## src/rtl/itmr_pkg.sv

```systemverilog
package itmr_pkg;
    localparam int DATA_W = 32;
    localparam int ADDR_W = 5;

    localparam logic [ADDR_W-1:0] OFF_CTRL  = 5'h00;
    localparam logic [ADDR_W-1:0] OFF_STAT  = 5'h04;
    localparam logic [ADDR_W-1:0] OFF_DIV   = 5'h08;
    localparam logic [ADDR_W-1:0] OFF_IMODE = 5'h0C;
    localparam logic [ADDR_W-1:0] OFF_CMP   = 5'h10;
    localparam logic [ADDR_W-1:0] OFF_CNT   = 5'h14;

    typedef enum logic [1:0] {
        MODE_INTERVAL = 2'b00,
        MODE_RSV_A    = 2'b01,
        MODE_RSV_B    = 2'b10,
        MODE_RSV_C    = 2'b11
    } tmode_e;

    // bit0 run, bit1 reset-enable, bit2 divider-enable, bits 4:3 mode
    typedef struct packed {
        tmode_e mode;
        logic   div_en;
        logic   rst_en;
        logic   cnt_en;
    } ctrl_t;

    // bit0 interrupt enable, bit1 clear counter on match
    typedef struct packed {
        logic clr_on_match;
        logic irq_en;
    } imode_t;

    localparam int CTRL_W  = $bits(ctrl_t);
    localparam int IMODE_W = $bits(imode_t);

    // Terminal prescaler phase for divide-by-(2<<sel); zero when undivided.
    function automatic logic [31:0] pre_last(input logic div_en, input logic [31:0] sel);
        logic [31:0] d;
        d = 32'd2 << sel;
        return div_en ? (d - 32'd1) : 32'd0;
    endfunction
endpackage

```

## src/rtl/itmr_prescaler.sv

```systemverilog
module itmr_prescaler
    import itmr_pkg::*;
#(
    parameter int SEL_W = 3
) (
    input  logic             clk,
    input  logic             rst,
    input  logic             run,
    input  logic             div_en,
    input  logic [SEL_W-1:0] sel,
    output logic             tick
);
    localparam int PRE_W = 1 << SEL_W;

    logic [PRE_W-1:0] phase_q;
    logic [PRE_W-1:0] last;
    logic [31:0]      last_full;

    always_comb begin
        last_full = pre_last(div_en, 32'(sel));
        last      = last_full[PRE_W-1:0];
        tick      = run && (phase_q == last);
    end

    always_ff @(posedge clk) begin
        if (rst || !run || tick) begin
            phase_q <= '0;
        end else begin
            phase_q <= phase_q + 1'b1;
        end
    end
endmodule

```

## src/rtl/itmr_counter.sv

```systemverilog
module itmr_counter #(
    parameter int CNT_W = 16
) (
    input  logic             clk,
    input  logic             rst,
    input  logic             tick,
    input  logic             cnt_en,
    input  logic             rst_en,
    input  logic             clr_on_match,
    input  logic [CNT_W-1:0] cmp,
    output logic [CNT_W-1:0] cnt,
    output logic             match,
    output logic             armed
);
    logic [CNT_W-1:0] cnt_q;
    logic             armed_q;
    logic             force_zero;

    always_comb begin
        match      = tick && (cnt_q == cmp);
        force_zero = armed_q && rst_en && !cnt_en;
    end

    always_ff @(posedge clk) begin
        if (rst) begin
            cnt_q   <= '0;
            armed_q <= 1'b0;
        end else begin
            if (!rst_en)     armed_q <= 1'b0;
            else if (cnt_en) armed_q <= 1'b1;

            if (force_zero)                 cnt_q <= '0;
            else if (match && clr_on_match) cnt_q <= '0;
            else if (tick)                  cnt_q <= cnt_q + 1'b1;
        end
    end

    assign cnt   = cnt_q;
    assign armed = armed_q;
endmodule

```

## src/rtl/itmr_regs.sv

```systemverilog
module itmr_regs
    import itmr_pkg::*;
#(
    parameter int CNT_W = 16,
    parameter int SEL_W = 3
) (
    input  logic              clk,
    input  logic              rst,
    input  logic              we,
    input  logic [ADDR_W-1:0] addr,
    input  logic [DATA_W-1:0] wdata,
    input  logic              match,
    input  logic [CNT_W-1:0]  cnt,
    output ctrl_t             ctrl,
    output imode_t            imode,
    output logic [SEL_W-1:0]  sel,
    output logic [CNT_W-1:0]  cmp,
    output logic              flag,
    output logic [DATA_W-1:0] rdata
);
    ctrl_t            ctrl_q;
    imode_t           imode_q;
    logic [SEL_W-1:0] sel_q;
    logic [CNT_W-1:0] cmp_q;
    logic             flag_q;

    always_ff @(posedge clk) begin
        if (rst) begin
            ctrl_q  <= '0;
            imode_q <= '0;
            sel_q   <= '0;
            cmp_q   <= '0;
            flag_q  <= 1'b0;
        end else begin
            if (we) begin
                case (addr)
                    OFF_CTRL:  ctrl_q  <= ctrl_t'(wdata[CTRL_W-1:0]);
                    OFF_DIV:   sel_q   <= wdata[SEL_W-1:0];
                    OFF_IMODE: imode_q <= imode_t'(wdata[IMODE_W-1:0]);
                    OFF_CMP:   cmp_q   <= wdata[CNT_W-1:0];
                    default:   ;
                endcase
            end
            // A match outranks an acknowledge in the same cycle.
            if (match) begin
                flag_q <= 1'b1;
            end else if (we && addr == OFF_STAT && !wdata[0]) begin
                flag_q <= 1'b0;
            end
        end
    end

    always_comb begin
        rdata = '0;
        case (addr)
            OFF_CTRL:  rdata[CTRL_W-1:0]  = ctrl_q;
            OFF_STAT:  rdata[0]           = flag_q;
            OFF_DIV:   rdata[SEL_W-1:0]   = sel_q;
            OFF_IMODE: rdata[IMODE_W-1:0] = imode_q;
            OFF_CMP:   rdata[CNT_W-1:0]   = cmp_q;
            OFF_CNT:   rdata[CNT_W-1:0]   = cnt;
            default:   rdata = '0;
        endcase
    end

    assign ctrl  = ctrl_q;
    assign imode = imode_q;
    assign sel   = sel_q;
    assign cmp   = cmp_q;
    assign flag  = flag_q;
endmodule

```

## src/rtl/interval_timer.sv

```systemverilog
module interval_timer
    import itmr_pkg::*;
#(
    parameter int CNT_W = 16,
    parameter int SEL_W = 3
) (
    input  logic              clk,
    input  logic              rst,
    input  logic              bus_we,
    input  logic [ADDR_W-1:0] bus_addr,
    input  logic [DATA_W-1:0] bus_wdata,
    output logic [DATA_W-1:0] bus_rdata,
    output logic              irq
);
    ctrl_t            ctrl;
    imode_t           imode;
    logic [SEL_W-1:0] sel;
    logic [CNT_W-1:0] cmp;
    logic [CNT_W-1:0] cnt;
    logic             flag;
    logic             match;
    logic             tick;
    logic             armed;
    logic             run;

    assign run = ctrl.cnt_en && (ctrl.mode == MODE_INTERVAL);

    itmr_regs #(.CNT_W(CNT_W), .SEL_W(SEL_W)) u_regs (
        .clk   (clk),
        .rst   (rst),
        .we    (bus_we),
        .addr  (bus_addr),
        .wdata (bus_wdata),
        .match (match),
        .cnt   (cnt),
        .ctrl  (ctrl),
        .imode (imode),
        .sel   (sel),
        .cmp   (cmp),
        .flag  (flag),
        .rdata (bus_rdata)
    );

    itmr_prescaler #(.SEL_W(SEL_W)) u_pre (
        .clk    (clk),
        .rst    (rst),
        .run    (run),
        .div_en (ctrl.div_en),
        .sel    (sel),
        .tick   (tick)
    );

    itmr_counter #(.CNT_W(CNT_W)) u_cnt (
        .clk          (clk),
        .rst          (rst),
        .tick         (tick),
        .cnt_en       (ctrl.cnt_en),
        .rst_en       (ctrl.rst_en),
        .clr_on_match (imode.clr_on_match),
        .cmp          (cmp),
        .cnt          (cnt),
        .match        (match),
        .armed        (armed)
    );

    assign irq = flag && imode.irq_en;
endmodule

```

## config.mk

```make
export PLATFORM = sky130hd
export DESIGN_NAME = interval_timer
export DESIGN_NICKNAME = d
export VERILOG_FILES = /design/src/rtl/itmr_pkg.sv /design/src/rtl/itmr_prescaler.sv /design/src/rtl/itmr_counter.sv /design/src/rtl/itmr_regs.sv /design/src/rtl/interval_timer.sv
export SDC_FILE = /design/constraint.sdc
export NUM_CORES = 1
export LEC_CHECK = 0
export BUFFER_PORTS_ARGS = -buffer_cell sky130_fd_sc_hd__buf_4
export CORE_MARGIN = 10
export CORE_UTILIZATION = 58
export CTS_CLUSTER_DIAMETER = 60
export DETAILED_ROUTE_END_ITERATION = 6
export PLACE_DENSITY = 0.85
export SLEW_MARGIN = 20
export SYNTH_ARGS = -nofsm -noshare
export SYNTH_HDL_FRONTEND = slang
export SYNTH_SLANG_ARGS = --single-unit
```

## constraint.sdc

```tcl
create_clock -name clk -period 7.05 [get_ports clk]
set_input_delay 0.3525 -clock clk [delete_from_list [all_inputs] [get_ports clk]]
set_output_delay 0.3525 -clock clk [all_outputs]
set_load 0.02 [all_outputs]
```

==> results of run 1 <==
## worst register-to-register path: cells and delay by family, from the launching register on
kind	cells	cell delay, ns
adders and majority gates	1	0.30
AOI/OAI and AO/OA	4	1.04
DFF	1	0.44
and+or+nand+nor	3	1.09
muxes	1	0.37
## worst max-delay path by stage
stage | startpoint | end | depth (start not counted)
global route | u_regs.sel[1] | u_cnt.cnt[7] | 9
floorplan | u_regs.sel[0] | u_cnt.cnt[15] | 11
CTS | u_regs.sel[1] | u_cnt.cnt[0] | 9
global placement | u_regs.sel[1] | u_cnt.cnt[0] | 9
finish | u_regs.sel[1] | u_cnt.cnt[0] | 9
detailed placement | u_regs.sel[1] | u_cnt.cnt[0] | 9
## final cells by class
| class | count | area (um2) | share of cell area |
|---|---|---|---|
| inverters | 5 | 18.8 | 0.00541 |
| well taps | 70 | 87.6 | 0.0253 |
| repair buffers | 40 | 300 | 0.0866 |
| clock buffers | 5 | 68.8 | 0.0198 |
| multi-input cells | 314 | 1910 | 0.550 |
| flip-flops and latches | 52 | 1040 | 0.300 |
| clock inverters | 3 | 42.5 | 0.0123 |
## per-layer routing
layer / routed length (um) / global-route usage
met1: 3400 / 0.228
met2: 3990 / 0.304
met3: 587 / 0.0384
met4: 114 / 0.0617
met5: 0 / 0
## power by group through the flow
stage	clock [uW]	combinational (uW)	sequential (uW)
floorplan	0	30.4	302
global placement	0	37.4	303
detailed placement	0	37.9	303
CTS	208	38.1	296
global route	220	42.2	297
finish	207	38.7	296
## registers in the layout, summed over array words and instances, names as in the netlist
signal         count
u_regs.imode       2
u_cnt.cnt         16
u_regs.sel         3
u_pre.phase_q      8
u_cnt.armed        1
u_regs.cmp        16
u_regs.ctrl        5
u_regs.flag        1
## cells by family after synthesis
family / share of synthesized area
buf+inv: 0.0794
flops: 0.332
simple gates: 0.276
xor+xnor: 0.0726
mux: 0.0140
other cells: 0.00120
compound gates: 0.213
fa+ha+maj: 0.0120
## through the flow
stage          utilization  hold WS [ns]  cells  area, um2  power [uW]
2_1_floorplan            -         0.444    413       3190         333
3_3_place_gp         0.648         0.455    481       3350         340
3_5_place_dp         0.649         0.462    481       3360         341
4_1_cts              0.670         0.279    489       3470         543
5_1_grt              0.670         0.280    489       3470         559
6_report             0.670         0.280    489       3470         542
## placed cells by master, fill, tap and decap left out, types with 6 or more instances in the layout
cell,count
sky130_fd_sc_hd__o21ai_0,7
sky130_fd_sc_hd__a22o_1,11
sky130_fd_sc_hd__and3_1,6
sky130_fd_sc_hd__nand3_1,25
sky130_fd_sc_hd__nor2_1,21
sky130_fd_sc_hd__a32o_1,6
sky130_fd_sc_hd__buf_4,40
sky130_fd_sc_hd__a21oi_1,37
sky130_fd_sc_hd__conb_1,16
sky130_fd_sc_hd__o22ai_1,6
sky130_fd_sc_hd__or3_1,9
sky130_fd_sc_hd__a22oi_1,8
sky130_fd_sc_hd__xnor2_1,21
sky130_fd_sc_hd__nand2_1,69
sky130_fd_sc_hd__dfxtp_1,52
==> flow_summary.toml, run 1 <==
[min_path]
min_from = "bus_wdata[12]"
endpoint_of_the_worst_hold_timing_path = "u_regs.cmp[12]"
timing.hold.worst.class = "input port to flop"
hold_depth = 3

[timing]
slew_violations = 0
tns_ns = 0
worstMarginPinSlew_ns = 0.970
grt_setup_unrepaired = "false"
max-slew-margin-rel = 0.348
fin_worst_skew_ns = 0.00722
max_clock_freq_ghz = 0.303
setup_slack_ns = 3.75
final.period_utilization = 0.468
setup_viol_count_final = 0
period_minus_slack_ns = 3.30
final-hold-violation-count = 0

[yosys]
synthDominantCellAreaShare = 0.332
synth_async_sr_flop_share = 0
syn_inst = 398
synth-warning-count = 0
synth.avg_cell_area_um2 = 7.88
synth_enable_flop_cells = 0
synth_seq_cells = 52
synth.top_cells.by_count = "69 x sky130_fd_sc_hd__nand2_1, 52 x sky130_fd_sc_hd__dfxtp_1, 37 x sky130_fd_sc_hd__a21oi_1, 25 x sky130_fd_sc_hd__nand3_1"
synth.top_cells.by_area = "sky130_fd_sc_hd__dfxtp_1 33%, sky130_fd_sc_hd__nand2_1 8.3%, sky130_fd_sc_hd__a21oi_1 5.9%, sky130_fd_sc_hd__xnor2_1 5.9%, sky130_fd_sc_hd__nand3_1 4.0%"
synthDistinctLibCells = 58
yosysMostFrequentCell = "sky130_fd_sc_hd__nand2_1"
synth_ff_type = "sky130_fd_sc_hd__dfxtp_1"
synthesis.area_um2 = 3140
synth-seq-area-share = 0.332
post-synth-top-area-cell = "sky130_fd_sc_hd__dfxtp_1"

[global_route]
wire_length_of_the_first_global_routing_pass_um = 13400
global_route.overflow_total = 0
grt_start_max_net_pins = 32
grt.total_usage = 0.183
first_global_vias = 2810
initial_antenna_violation_count = 0

[final_layout]
final.fill_count = 453
area_delta_synth_final_pct = 10.6
diodes = 0
layout-drive-gt1-share = 0.158
finalNetCount = 461

[critical_path]
crit_path_start_kind = "flop"
critical_path.reg2reg.startpoint = "u_regs.sel[1]"
cp_slowest_stage_delay_ns = 0.62
worstPathArrival_ns = 3.54
worst-r2r-cell-count = 9
regToRegEndpoint = "u_cnt.cnt[0]"
cp_slowest_cell = "sky130_fd_sc_hd__a2111o_1"
worstSetupEndpointType = "flop"
timing.critical_path.max_delay_family = "simple AND/OR/NAND/NOR gates"
crit_buf_inv = 0
crit_path_max_fanout = 12
timing.setup.critical_path_class = "flop to flop"
cell_by_cell_trace_of_the_critical_path = "or3_4, ha_1, and2b_2, o221ai_1, a32oi_1, mux2_2, a2111o_1, or3_1, a21oi_1"
reg2reg_slack_ns = 3.75
worst_path_required_time_ns = 7.29

[route]
wire_per_inst_um = 16.5
remaining_drc_errors = 0
dr.pass1.iters = 5
routed_via_density = 6.08
routed_wl_um = 8090
drtIter0Drc = 294
ant_nets = 0
routed-via-count = 2971

[clock_network]
postCtsHoldBufs = 0
tritoncts.num_buffers = 5
tritoncts = "built"
clock_tree.root_cell = "sky130_fd_sc_hd__clkbuf_8"
clk_sinks = 52
insertion_delay_ns = 0.31
maximum_root_to_sink_buffer_count = 2
post_cts.resized_instances = 0
post-cts-setup-buffer-count = 0
ctsHtreeMaxLevel = 2
cts.clk_slew.worst_paths_ns = 0.10

[power_and_ir_drop]
power_switching_share = 0.238
clock_network_fraction_of_total_power = 0.382
seqPwrFrac = 0.547
p_leak_uw = 0.00118
vdd_drop_max_mv = 0.120
p_comb_frac = 0.071
net-switching-power_uw = 129
p_int_uw = 413
p_per_area_nw_per_um2 = 156

[die]
starting_density_of_the_core = 0.606
count_of_boundary_i_o_pins = 73
core_um2 = 5170
floorplan.die_area_um2 = 8750
std_cell_rows = 26
die_boundary_height_um = 93.5
floorplan.die.width_um = 93.5

[run_status]
run_status = "completed"

[placement]
dp_slack_ns = 3.76
portBuffers = 40
routabilityCongestion = 0.902
place.detailed.hpwl_um = 6020

[flow_run]
cap_violations = 0
Power figures use the tool's default switching activity.
==> run 2: changes to the inputs <==
--- a/config.mk
+++ b/config.mk
@@ -5,12 +5,13 @@
 export SDC_FILE = /design/constraint.sdc
 export NUM_CORES = 1
 export LEC_CHECK = 0
+export ABC_AREA = 1
 export BUFFER_PORTS_ARGS = -buffer_cell sky130_fd_sc_hd__buf_4
 export CORE_MARGIN = 10
-export CORE_UTILIZATION = 58
+export CORE_UTILIZATION = 49
 export CTS_CLUSTER_DIAMETER = 60
 export DETAILED_ROUTE_END_ITERATION = 6
-export PLACE_DENSITY = 0.85
+export PLACE_DENSITY = 0.76
 export SLEW_MARGIN = 20
 export SYNTH_ARGS = -nofsm -noshare
 export SYNTH_HDL_FRONTEND = slang
==> constraint.sdc (replaced) <==
create_clock -name clk -period 2.85 [get_ports clk]
set_input_delay 0.1425 -clock clk [delete_from_list [all_inputs] [get_ports clk]]
set_output_delay 0.1425 -clock clk [all_outputs]
set_load 0.02 [all_outputs]
==> run 2 against run 1 <==
Compared with the run above: sequential share of layout area is 0.79 points lower; core utilization fell by 11 points; power grew 130%; register-to-register slack worse by 3.3 ns; synthesized area increased by 2.7%; routed wire length fell by 0.78%.
==> flow_summary.toml, run 2 <==
[run_status]
run_status = "completed"

[timing]
fin_worst_skew_ns = 0.00772
setup_viol_count_final = 0
grt_setup_unrepaired = "false"
max-slew-margin-rel = 0.562
period_minus_slack_ns = 2.39
worstMarginPinSlew_ns = 0.656
final.period_utilization = 0.840
final-hold-violation-count = 0
tns_ns = 0
max_clock_freq_ghz = 0.418
slew_violations = 0

[final_layout]
diodes = 0
finalNetCount = 551
final.fill_count = 648
layout-drive-gt1-share = 0.157
final_cell_area_um2 = 3560
layout.cells.most_common = "sky130_fd_sc_hd__nand2_1"
leading_cell_types_in_the_layout_fill_and_taps_excluded = "91 x sky130_fd_sc_hd__nand2_1, 60 x sky130_fd_sc_hd__inv_1, 53 x sky130_fd_sc_hd__nor2_1"
finish.utilization = 0.561
area_delta_synth_final_pct = 10.6

[die]
floorplan.die.width_um = 101
floorplan.die_area_um2 = 10200
starting_density_of_the_core = 0.507
count_of_boundary_i_o_pins = 73
core_um2 = 6350
std_cell_rows = 29
die_boundary_height_um = 101

[global_route]
global_route.overflow_total = 0
wire_length_of_the_first_global_routing_pass_um = 13800
first_global_vias = 3056
grt.met1_usage = 0.194
met2_capacity_usage_during_global_routing = 0.268
grt.total_usage = 0.161
initial_antenna_violation_count = 0
grt.busiest_layer = "met2"
grtUsageMet3 = 0.0405
grt_start_max_net_pins = 25

[critical_path]
worst_path_required_time_ns = 3.04
worstPathArrival_ns = 2.58
cp_slowest_stage_delay_ns = 0.47
crit_path_start_kind = "flop"
cp_slowest_cell = "sky130_fd_sc_hd__dfxtp_1"
cell_by_cell_trace_of_the_critical_path = "inv_2, nand2_2, ha_1, nand4_1, nand3_1, nand2_1, nand2_1, nand2_2, nor2_8, nand3_4, nand2_4, a21oi_1"
worstSetupEndpointType = "flop"
crit_path_max_fanout = 18
timing.setup.critical_path_class = "flop to flop"

[route]
drtIter0Drc = 161
ant_nets = 0
routed-via-count = 3053
remaining_drc_errors = 0
routed_via_density = 5.22
dr.pass1.iters = 4
wire_per_inst_um = 13.7
routed_wl_um = 8030

[yosys]
yosysMostFrequentCell = "sky130_fd_sc_hd__nand2_1"
synth_enable_flop_cells = 0
synth.top_cells.by_area = "sky130_fd_sc_hd__dfxtp_1 32%, sky130_fd_sc_hd__nand2_1 11%, sky130_fd_sc_hd__inv_1 7.0%, sky130_fd_sc_hd__nor2_1 6.2%, sky130_fd_sc_hd__o21ai_0 5.6%"
synthesis.area_um2 = 3220
synth_top_family_by_area = "simple AND/OR/NAND/NOR gates"
synthDistinctLibCells = 35
post-synth-top-area-cell = "sky130_fd_sc_hd__dfxtp_1"
synth.avg_cell_area_um2 = 6.81
synth.top_cells.by_count = "91 x sky130_fd_sc_hd__nand2_1, 60 x sky130_fd_sc_hd__inv_1, 53 x sky130_fd_sc_hd__nor2_1, 52 x sky130_fd_sc_hd__dfxtp_1, 36 x sky130_fd_sc_hd__o21ai_0"
synth-xor-area-share = 0.0490
synth_simple_gate_area_frac = 0.340
synth-warning-count = 0
synth_async_sr_flop_share = 0
synth-seq-area-share = 0.323
fraction_of_synthesized_area_in_multiplexers = 0
post_synth_fa_ha_maj_area_fraction = 0.0117
synthDominantCellAreaShare = 0.323
synth_seq_cells = 52
synth_compound_gate_area_share = 0.140
synth_ff_type = "sky130_fd_sc_hd__dfxtp_1"
syn_inst = 473

[clock_network]
cts.clk_slew.worst_paths_ns = 0.09
tritoncts = "built"
maximum_root_to_sink_buffer_count = 2
postCtsHoldBufs = 0
clock_tree.root_cell = "sky130_fd_sc_hd__clkbuf_8"
post-cts-setup-buffer-count = 0
ctsHtreeMaxLevel = 2
insertion_delay_ns = 0.31
tritoncts.num_buffers = 5
post_cts.resized_instances = 0
clk_sinks = 52

[power_and_ir_drop]
vdd_drop_max_mv = 0.243
p_per_area_nw_per_um2 = 351
p_leak_uw = 0.00145

[flow_run]
cap_violations = 0

[placement]
portBuffers = 40
dpl_cell_area_um2 = 3480
place.detailed.hpwl_um = 6250
routabilityCongestion = 0.907

[min_path]
timing.hold.worst.class = "input port to flop"
[run 2: layout make-up]
type	count	area (um2)	share of cell area
clock buffers	6	72.6	0.0204
clock inverters	1	5.00	0.00141
inverters	62	233	0.0654
multi-input cells	345	1800	0.505
flip-flops and latches	52	1040	0.292
well taps	77	96.3	0.0271
repair buffers	42	315	0.0885
[run 2: critical path, delay by kind of cell (launching register included)]
kind / cells / cell delay (ns)
buffers and inverters: 1 / 0.12
adders and majority gates: 1 / 0.25
AOI/OAI and AO/OA: 1 / 0.08
DFF: 1 / 0.47
and+or+nand+nor: 9 / 1.34
[run 2: where the power goes]
group          internal, uW  total (uW)  switching [uW]
clock                   168         404             236
combinational          36.8         109            71.9
sequential              731         737            5.59
[run 2: final timing paths]
kind / start / to / slack [ns] / cells after the start
max: u_regs.sel[2] / u_cnt.cnt[13] / 0.46 / 12
max reg2reg: u_regs.sel[2] / u_cnt.cnt[13] / 0.46 / 12
min reg2reg: u_cnt.armed / u_cnt.armed / 0.48 / 2
min: rst / u_regs.flag / 0.04 / 2
[run 2: routing by layer]
layer / up-vias / wire, um
met2: 73 / 3880
met4: 0 / 93
met5: - / 0
li1: 1576 / -
met3: 10 / 534
met1: 1394 / 3520
[run 2: metrics by stage]
stage               power, uW  hold WS (ns)  setup slack (ns)  std cells
finish                   1250        0.0387             0.455        585
global placement          859         0.364             0.567        578
floorplan                 839         0.212             0.855        488
global route             1310        0.0534             0.190        585
CTS                      1260        0.0383             0.470        585
detailed placement        861         0.365             0.496        578
[run 2: cell families after synthesis]
group / Yosys count
fa+ha+maj: 3
other cells: 1
xor+xnor: 18
compound gates: 78
buf+inv: 91
flops: 52
simple gates: 230
